$ cat src/rtl/rtg_pkg.sv
package rtg_pkg;

    typedef enum logic {
        ST_IDLE,
        ST_ACTIVE
    } rtg_state_e;

    // register word addresses
    localparam int RA_CTRL = 0;
    localparam int RA_SYNC = 9;
    localparam int RA_DISP = 10;

    // timing value slots; address of slot i is i+1
    localparam int TI_HTOT = 0;
    localparam int TI_HACT = 1;
    localparam int TI_HSB  = 2;
    localparam int TI_HSE  = 3;
    localparam int TI_VTOT = 4;
    localparam int TI_VACT = 5;
    localparam int TI_VSB  = 6;
    localparam int TI_VSE  = 7;
    localparam int TI_NUM  = 8;

    // bits in the control register
    localparam int CB_RUN     = 0;
    localparam int CB_REFRESH = 1;

    // bits as written in the sync register
    localparam int SB_RGB  = 0;
    localparam int SB_ALL  = 1;
    localparam int SB_HINV = 3;
    localparam int SB_VINV = 4;
    localparam int SB_HOFF = 5;
    localparam int SB_VOFF = 6;

    // packed sync configuration handed to the output stage
    localparam int SC_RGB  = 0;
    localparam int SC_ALL  = 1;
    localparam int SC_HINV = 2;
    localparam int SC_VINV = 3;
    localparam int SC_HOFF = 4;
    localparam int SC_VOFF = 5;
    localparam int SC_W    = 6;

    localparam int DB_BLANK = 1;

endpackage

$ cat src/rtl/rtg_regs.sv
module rtg_regs
    import rtg_pkg::*;
#(
    parameter int CNT_W    = 12,
    parameter int ADDR_W   = 4,
    parameter int DEF_HTOT = 1688,
    parameter int DEF_HACT = 1280,
    parameter int DEF_HSB  = 1328,
    parameter int DEF_HSE  = 1440,
    parameter int DEF_VTOT = 1066,
    parameter int DEF_VACT = 1024,
    parameter int DEF_VSB  = 1025,
    parameter int DEF_VSE  = 1028
) (
    input  logic                           clk,
    input  logic                           rst_n,
    input  logic                           wr_en,
    input  logic [ADDR_W-1:0]              wr_addr,
    input  logic [CNT_W-1:0]               wr_data,
    input  logic                           load_shadow,
    output logic                           go_o,
    output logic [SC_W-1:0]                sync_cfg_o,
    output logic                           blank_o,
    output logic [TI_NUM-1:0][CNT_W-1:0]   tim_o
);

    localparam logic [TI_NUM-1:0][CNT_W-1:0] DEF_TIM = {
        CNT_W'(DEF_VSE), CNT_W'(DEF_VSB), CNT_W'(DEF_VACT), CNT_W'(DEF_VTOT),
        CNT_W'(DEF_HSE), CNT_W'(DEF_HSB), CNT_W'(DEF_HACT), CNT_W'(DEF_HTOT)
    };

    logic [TI_NUM-1:0][CNT_W-1:0] live_q;
    logic [TI_NUM-1:0][CNT_W-1:0] shad_q;
    logic [1:0]                   ctrl_q;

    generate
        for (genvar gi = 0; gi < TI_NUM; gi++) begin : g_tim
            always_ff @(posedge clk or negedge rst_n) begin
                if (!rst_n) begin
                    live_q[gi] <= DEF_TIM[gi];
                    shad_q[gi] <= DEF_TIM[gi];
                end else begin
                    if (wr_en && wr_addr == ADDR_W'(gi + 1)) begin
                        live_q[gi] <= wr_data;
                    end
                    if (load_shadow) begin
                        shad_q[gi] <= live_q[gi];
                    end
                end
            end
        end
    endgenerate

    always_ff @(posedge clk or negedge rst_n) begin
        if (!rst_n) begin
            ctrl_q     <= '0;
            sync_cfg_o <= '0;
            blank_o    <= 1'b0;
        end else if (wr_en) begin
            if (wr_addr == ADDR_W'(RA_CTRL)) begin
                ctrl_q <= {wr_data[CB_REFRESH], wr_data[CB_RUN]};
            end
            if (wr_addr == ADDR_W'(RA_SYNC)) begin
                sync_cfg_o <= {wr_data[SB_VOFF], wr_data[SB_HOFF], wr_data[SB_VINV],
                               wr_data[SB_HINV], wr_data[SB_ALL], wr_data[SB_RGB]};
            end
            if (wr_addr == ADDR_W'(RA_DISP)) begin
                blank_o <= wr_data[DB_BLANK];
            end
        end
    end

    assign go_o  = &ctrl_q;
    assign tim_o = shad_q;

    // shadow copy moves only when the sequencer asks for it
    p_shadow_hold_r11: assert property (@(posedge clk) disable iff (!rst_n)
        !load_shadow |=> $stable(tim_o));

endmodule

$ cat src/rtl/rtg_axis_counter.sv
module rtg_axis_counter #(
    parameter int CNT_W = 12
) (
    input  logic             clk,
    input  logic             rst_n,
    input  logic             clr,
    input  logic             adv,
    input  logic [CNT_W-1:0] tot,
    input  logic [CNT_W-1:0] act,
    input  logic [CNT_W-1:0] sb,
    input  logic [CNT_W-1:0] se,
    output logic [CNT_W-1:0] cnt_o,
    output logic             last_o,
    output logic             vis_o,
    output logic             syn_o
);

    always_ff @(posedge clk or negedge rst_n) begin
        if (!rst_n) begin
            cnt_o <= '0;
        end else if (clr) begin
            cnt_o <= '0;
        end else if (adv) begin
            cnt_o <= last_o ? '0 : cnt_o + CNT_W'(1);
        end
    end

    always_comb begin
        last_o = (cnt_o == tot - CNT_W'(1));
        vis_o  = (cnt_o < act);
        syn_o  = (cnt_o >= sb) && (cnt_o < se);
    end

    p_wrap_r2: assert property (@(posedge clk) disable iff (!rst_n)
        (!clr && adv && last_o) |=> (cnt_o == '0));

    p_step_r2: assert property (@(posedge clk) disable iff (!rst_n)
        (!clr && adv && !last_o) |=> (cnt_o == $past(cnt_o) + CNT_W'(1)));

    p_hold_r2: assert property (@(posedge clk) disable iff (!rst_n)
        (!clr && !adv) |=> $stable(cnt_o));

endmodule

$ cat src/rtl/rtg_sync_out.sv
module rtg_sync_out
    import rtg_pkg::*;
(
    input  logic            h_raw,
    input  logic            v_raw,
    input  logic [SC_W-1:0] cfg,
    output logic            hs_o,
    output logic            vs_o,
    output logic            rgb_o
);

    logic h_kill;
    logic v_kill;

    always_comb begin
        h_kill = cfg[SC_HOFF] | cfg[SC_ALL];
        v_kill = cfg[SC_VOFF] | cfg[SC_ALL];
        hs_o   = h_kill ? cfg[SC_HINV] : (h_raw ^ cfg[SC_HINV]);
        vs_o   = v_kill ? cfg[SC_VINV] : (v_raw ^ cfg[SC_VINV]);
        rgb_o  = cfg[SC_RGB] & ~cfg[SC_ALL] & (h_raw | v_raw);
    end

    always_comb begin
        if (cfg[SC_ALL]) begin
            p_alloff_h_r7: assert (hs_o == cfg[SC_HINV]);
            p_alloff_v_r7: assert (vs_o == cfg[SC_VINV]);
            p_alloff_rgb_r8: assert (!rgb_o);
        end
        if (!cfg[SC_HOFF] && !cfg[SC_ALL] && !h_raw) begin
            p_h_idle_level_r6: assert (hs_o == cfg[SC_HINV]);
        end
    end

endmodule

$ cat src/rtl/raster_timing_gen.sv
module raster_timing_gen
    import rtg_pkg::*;
#(
    parameter int CNT_W  = 12,
    parameter int ADDR_W = 4,
    parameter int H_ACT  = 1280,
    parameter int H_FP   = 48,
    parameter int H_SW   = 112,
    parameter int H_BP   = 248,
    parameter int V_ACT  = 1024,
    parameter int V_FP   = 1,
    parameter int V_SW   = 3,
    parameter int V_BP   = 38
) (
    input  logic              clk,
    input  logic              rst_n,
    input  logic              reg_wr,
    input  logic [ADDR_W-1:0] reg_addr,
    input  logic [CNT_W-1:0]  reg_wdata,
    output logic              hsync_o,
    output logic              vsync_o,
    output logic              rgb_sync_o,
    output logic              de_o,
    output logic [CNT_W-1:0]  pix_o,
    output logic [CNT_W-1:0]  line_o
);

    localparam int H_SB  = H_ACT + H_FP;
    localparam int H_SE  = H_SB + H_SW;
    localparam int H_TOT = H_SE + H_BP;
    localparam int V_SB  = V_ACT + V_FP;
    localparam int V_SE  = V_SB + V_SW;
    localparam int V_TOT = V_SE + V_BP;

    rtg_state_e state_q, state_d;

    logic                         go;
    logic                         blank;
    logic [SC_W-1:0]              sync_cfg;
    logic [TI_NUM-1:0][CNT_W-1:0] tim;
    logic                         running;
    logic                         cnt_clr;
    logic                         h_adv, v_adv;
    logic                         h_last, v_last;
    logic                         h_vis, v_vis;
    logic                         h_syn, v_syn;
    logic                         frame_end;
    logic                         load_shadow;
    logic                         h_raw, v_raw;

    rtg_regs #(
        .CNT_W   (CNT_W),
        .ADDR_W  (ADDR_W),
        .DEF_HTOT(H_TOT),
        .DEF_HACT(H_ACT),
        .DEF_HSB (H_SB),
        .DEF_HSE (H_SE),
        .DEF_VTOT(V_TOT),
        .DEF_VACT(V_ACT),
        .DEF_VSB (V_SB),
        .DEF_VSE (V_SE)
    ) u_regs (
        .clk        (clk),
        .rst_n      (rst_n),
        .wr_en      (reg_wr),
        .wr_addr    (reg_addr),
        .wr_data    (reg_wdata),
        .load_shadow(load_shadow),
        .go_o       (go),
        .sync_cfg_o (sync_cfg),
        .blank_o    (blank),
        .tim_o      (tim)
    );

    // state register
    always_ff @(posedge clk or negedge rst_n) begin
        if (!rst_n) begin
            state_q <= ST_IDLE;
        end else begin
            state_q <= state_d;
        end
    end

    // transitions: START (idle -> active), HALT (active -> idle)
    always_comb begin
        state_d = state_q;
        unique case (state_q)
            ST_IDLE:   if (go)  state_d = ST_ACTIVE;
            ST_ACTIVE: if (!go) state_d = ST_IDLE;
        endcase
    end

    // outputs of the sequencer
    always_comb begin
        running     = (state_q == ST_ACTIVE);
        cnt_clr     = !running;
        h_adv       = running;
        v_adv       = running && h_last;
        frame_end   = running && h_last && v_last;
        load_shadow = !running || frame_end;
        h_raw       = running && h_syn;
        v_raw       = running && v_syn;
        de_o        = running && h_vis && v_vis && !blank;
    end

    rtg_axis_counter #(.CNT_W(CNT_W)) u_hcnt (
        .clk   (clk),
        .rst_n (rst_n),
        .clr   (cnt_clr),
        .adv   (h_adv),
        .tot   (tim[TI_HTOT]),
        .act   (tim[TI_HACT]),
        .sb    (tim[TI_HSB]),
        .se    (tim[TI_HSE]),
        .cnt_o (pix_o),
        .last_o(h_last),
        .vis_o (h_vis),
        .syn_o (h_syn)
    );

    rtg_axis_counter #(.CNT_W(CNT_W)) u_vcnt (
        .clk   (clk),
        .rst_n (rst_n),
        .clr   (cnt_clr),
        .adv   (v_adv),
        .tot   (tim[TI_VTOT]),
        .act   (tim[TI_VACT]),
        .sb    (tim[TI_VSB]),
        .se    (tim[TI_VSE]),
        .cnt_o (line_o),
        .last_o(v_last),
        .vis_o (v_vis),
        .syn_o (v_syn)
    );

    rtg_sync_out u_sync (
        .h_raw(h_raw),
        .v_raw(v_raw),
        .cfg  (sync_cfg),
        .hs_o (hsync_o),
        .vs_o (vsync_o),
        .rgb_o(rgb_sync_o)
    );

    p_de_bound_r3: assert property (@(posedge clk) disable iff (!rst_n)
        de_o |-> (pix_o < tim[TI_HACT] && line_o < tim[TI_VACT]));

    p_idle_zero_r10: assert property (@(posedge clk) disable iff (!rst_n)
        (state_q == ST_IDLE) |=> (pix_o == '0 && line_o == '0));

    p_line_hold_r2: assert property (@(posedge clk) disable iff (!rst_n)
        (state_q == ST_ACTIVE && go && !h_last) |=> $stable(line_o));

    p_start_origin_r10: assert property (@(posedge clk) disable iff (!rst_n)
        $rose(running) |-> (pix_o == '0 && line_o == '0));

endmodule

$ cat config.mk
export PLATFORM = sky130hd
export DESIGN_NAME = raster_timing_gen
export DESIGN_NICKNAME = d
export VERILOG_FILES = /design/src/rtl/rtg_pkg.sv /design/src/rtl/rtg_regs.sv /design/src/rtl/rtg_axis_counter.sv /design/src/rtl/rtg_sync_out.sv /design/src/rtl/raster_timing_gen.sv
export SDC_FILE = /design/constraint.sdc
export NUM_CORES = 1
export LEC_CHECK = 0
export BUFFER_PORTS_ARGS = -buffer_cell sky130_fd_sc_hd__buf_2
export CAP_MARGIN = 10
export CORE_ASPECT_RATIO = 0.5
export CORE_MARGIN = 1.5
export CORE_UTILIZATION = 50
export CTS_BUF_LIST = sky130_fd_sc_hd__clkbuf_16
export DETAILED_ROUTE_END_ITERATION = 10
export PLACE_DENSITY = 0.67
export SYNTH_ARGS = -nofsm -noshare
export SYNTH_HDL_FRONTEND = slang
export SYNTH_SLANG_ARGS = --single-unit
$ cat constraint.sdc
create_clock -name clk -period 6.61 [get_ports clk]
set_input_delay 0.3305 -clock clk [delete_from_list [all_inputs] [get_ports clk]]
set_output_delay 0.3305 -clock clk [all_outputs]
set_load 0.02 [all_outputs]
==> flow_metrics.py <==
metrics = {
    "detailed_routing": {
        "routed_wl_mm": 25.2,
        "firstDrtPassIters": 4,
        "vias": 7167,
        "viasPerCell": 5.58,
        "wl_per_cell_microns": 19.6,
        "ant_nets": 0,
        "drc": 0,
        "drtIter0Drc": 471,
    },
    "clock_network": {
        "clockRootBuffer": "clkbuf_16",
        "cts_hold_buf": 1,
        "numCtsBuffers": 22,
        "clk_pin_slew_ps": 70,
        "clock_sinks": 226,
        "clk_path_buf_depth": 3,
        "cts_resized": 0,
        "clk_latency_ps": 510,
        "cts_setup_buffers": 0,
        "cts_tree": "yes",
        "htree_levels": 1,
    },
    "timing": {
        "rsz0062_at_grt": "no",
        "finalSetupViolCount": 0,
        "worst_slew_pin_slew_ps": 1170,
        "slew_headroom_pct": 21.6,
        "fin_worst_skew_ps": 15.5,
        "fmax_mhz": 233,
        "min_period_ps": 4290,
        "tns_ps": 0,
        "hold_viol_final": 0,
        "slew_viol_final": 0,
        "finalCritPeriodShare_pct": 64.9,
    },
    "final_layout": {
        "drive_gt1_share_pct": 34.5,
        "area_growth_pct": 10.4,
        "multiInputGateArea_sq_um": 5200,
        "final_util_pct": 57.2,
        "final-seq-area_sq_um": 5720,
        "antenna-diode-count": 0,
        "nFillCells": 1836,
        "design_area_sq_um": 12600,
        "layout.nets": 1059,
        "final_common_cell": "dfrtp_1",
        "final_cell_mix": "dfrtp_1 (178), mux2_2 (163), inv_1 (85)",
    },
    "placed_design": {
        "place_congestion": 0.858,
        "placed_area_sq_um": 11900,
        "dp_hpwl_mm": 17.3,
        "port_buffers": 46,
    },
    "worst_setup_path": {
        "startpoint_type": "register",
        "cp.required_ps": 7010,
        "path_class": "reg2reg",
        "path_max_fanout": 31,
        "arrival_ps": 4680,
        "endpoint_kind": "register",
    },
    "floorplanning": {
        "fp.dieH_microns": 110,
        "initial_core_util_pct": 51.8,
        "die_area_sq_um": 23800,
        "fp.dieW_microns": 217,
        "rows": 38,
        "io_pins": 47,
        "core_area_sq_um": 22100,
    },
    "power": {
        "power_density_nw_per_um2": 374,
        "p_leak_uw": 0.00593,
        "ir_drop_v": 0.000143,
    },
    "synthesis": {
        "syn_inst": 920,
        "syn_area_per_cell_sq_um": 12.4,
        "syn_area_sq_um": 11400,
        "synth_seq_cells": 226,
        "synth_fp_nets": 1011,
        "yosys_warnings": 0,
        "ys.flop_type": "dfrtp_1",
        "synth-seq-area-share_pct": 50.0,
        "async_flop_share_pct": 100,
        "synth_enable_flop_cells": 0,
        "yosysUniqueCellTypes": 56,
    },
    "outcome": {
        "status": "complete, no violations",
    },
    "job": {
        "cap_violations": 0,
    },
    "global_route": {
        "track_usage_pct": 22.0,
        "first_global_vias": 7335,
        "grt_antenna_before_repair": 0,
        "grt.overflow.total": 0,
        "grt_pass1_wl_mm": 40.0,
        "grt_max_degree": 109,
    },
    "min_path": {
        "hold_class": "in2reg",
    },
}
[sequential cells by signal, summed over array words and instances, names as in the netlist]
| signal | count |
|---|---|
| u_regs.sync_cfg_o | 6 |
| u_regs.ctrl_q | 2 |
| u_vcnt.cnt_o | 12 |
| u_hcnt.cnt_o | 12 |
| u_regs.live_q | 96 |
| u_regs.blank_o | 1 |
| u_regs.tim_o | 96 |
| h_adv | 1 |
[synthesized netlist by cell type (5+ instances only)]
cell type | n | area share (%)
nand2b_1 | 7 | 0.38
nor4_1 | 7 | 0.38
a21o_1 | 8 | 0.53
o21a_1 | 5 | 0.33
mux2_2 | 163 | 16
mux2_4 | 40 | 5.3
xor2_1 | 22 | 1.7
nor2_1 | 43 | 1.4
o311ai_1 | 8 | 0.61
nor3_1 | 11 | 0.48
o21ai_0 | 19 | 0.83
a21oi_1 | 19 | 0.83
a31oi_1 | 5 | 0.27
clkbuf_1 | 15 | 0.49
nor3b_1 | 6 | 0.39
buf_4 | 5 | 0.33
xnor2_1 | 21 | 1.6
nand3_1 | 29 | 1.3
nand2_1 | 32 | 1.1
dfrtp_1 | 178 | 39
ha_1 | 72 | 7.9
dfstp_2 | 48 | 11
nand4_1 | 8 | 0.44
inv_1 | 83 | 2.7
or3_1 | 5 | 0.27
[metrics by stage]
stage                     power [uW]  worst slack [ps]  hold slack [ps]  cells
final                           4720              2320              230   1284
after detailed placement        3500              2320              445   1243
after global placement          3440              2380              431   1243
after CTS                       4760              2320              208   1284
after floorplan                 3190              3450             34.9    920
after global routing            5010              2100              224   1284
[path summary, 6_finish.rpt]
check / startpoint / endpoint / slack, ps / cells after the start
worst min register to register: u_regs.ctrl_q[1] / h_adv / 490 / 1
worst max-delay path: u_regs.tim_o[49] / u_regs.tim_o[25] / 2320 / 11
worst max register to register: u_regs.tim_o[49] / u_regs.tim_o[25] / 2320 / 11
worst min-delay path: reg_wdata[9] / u_regs.live_q[33] / 230 / 2
max in group asynchronous: rst_n / u_vcnt.cnt_o[7] / 4680 / 3
min in group asynchronous: rst_n / u_regs.tim_o[33] / 460 / 2
[power by group]
part / internal [uW] / total [uW] / switching, uW
logic: 727 / 1330 / 602
clock network: 710 / 1240 / 527
registers: 1860 / 2150 / 290
[cells by family after synthesis]
group                    Yosys count  share of synthesized area (%)
AND/OR/NAND/NOR                  168                           7.35
buffers and inverters            113                           4.55
AO/OA/AOI/OAI                     93                           5.48
multiplexers                     205                           21.5
adder cells (fa/ha/maj)           72                           7.88
XOR/XNOR                          43                           3.29
flip-flops                       226                           50.0
[per-layer routing]
| metal | track usage (%) | wire length (microns) | part of all wire, % | up-vias |
|---|---|---|---|---|
| met5 | 0 | 0 | 0 | - |
| met4 | 5.65 | 495 | 2.0 | 0 |
| met3 | 3.96 | 983 | 3.9 | 40 |
| met2 | 37.6 | 11900 | 47 | 137 |
| met1 | 29.2 | 11800 | 47 | 3662 |
| li1 | - | - | - | 3328 |
[cell type report]
class,instances,area share [%]
clock buffer,23,4.56
clock inverter,17,1.07
tap,300,2.97
timing repair buffer,54,2.50
multi-input combinational,581,41.2
sequential,226,45.3
inverter,83,2.47
[critical path: stages (launching register included)]
cell	delay (ps)
dfstp_2	540
inv_1	40
ha_1	190
nor2b_1	190
or2_2	290
a2111oi_0	420
a21oi_1	80
o21a_1	120
o31a_1	480
nor2_4	930
buf_4	500
mux2_2	380
No activity file was read; power rests on OpenSTA's default activity.
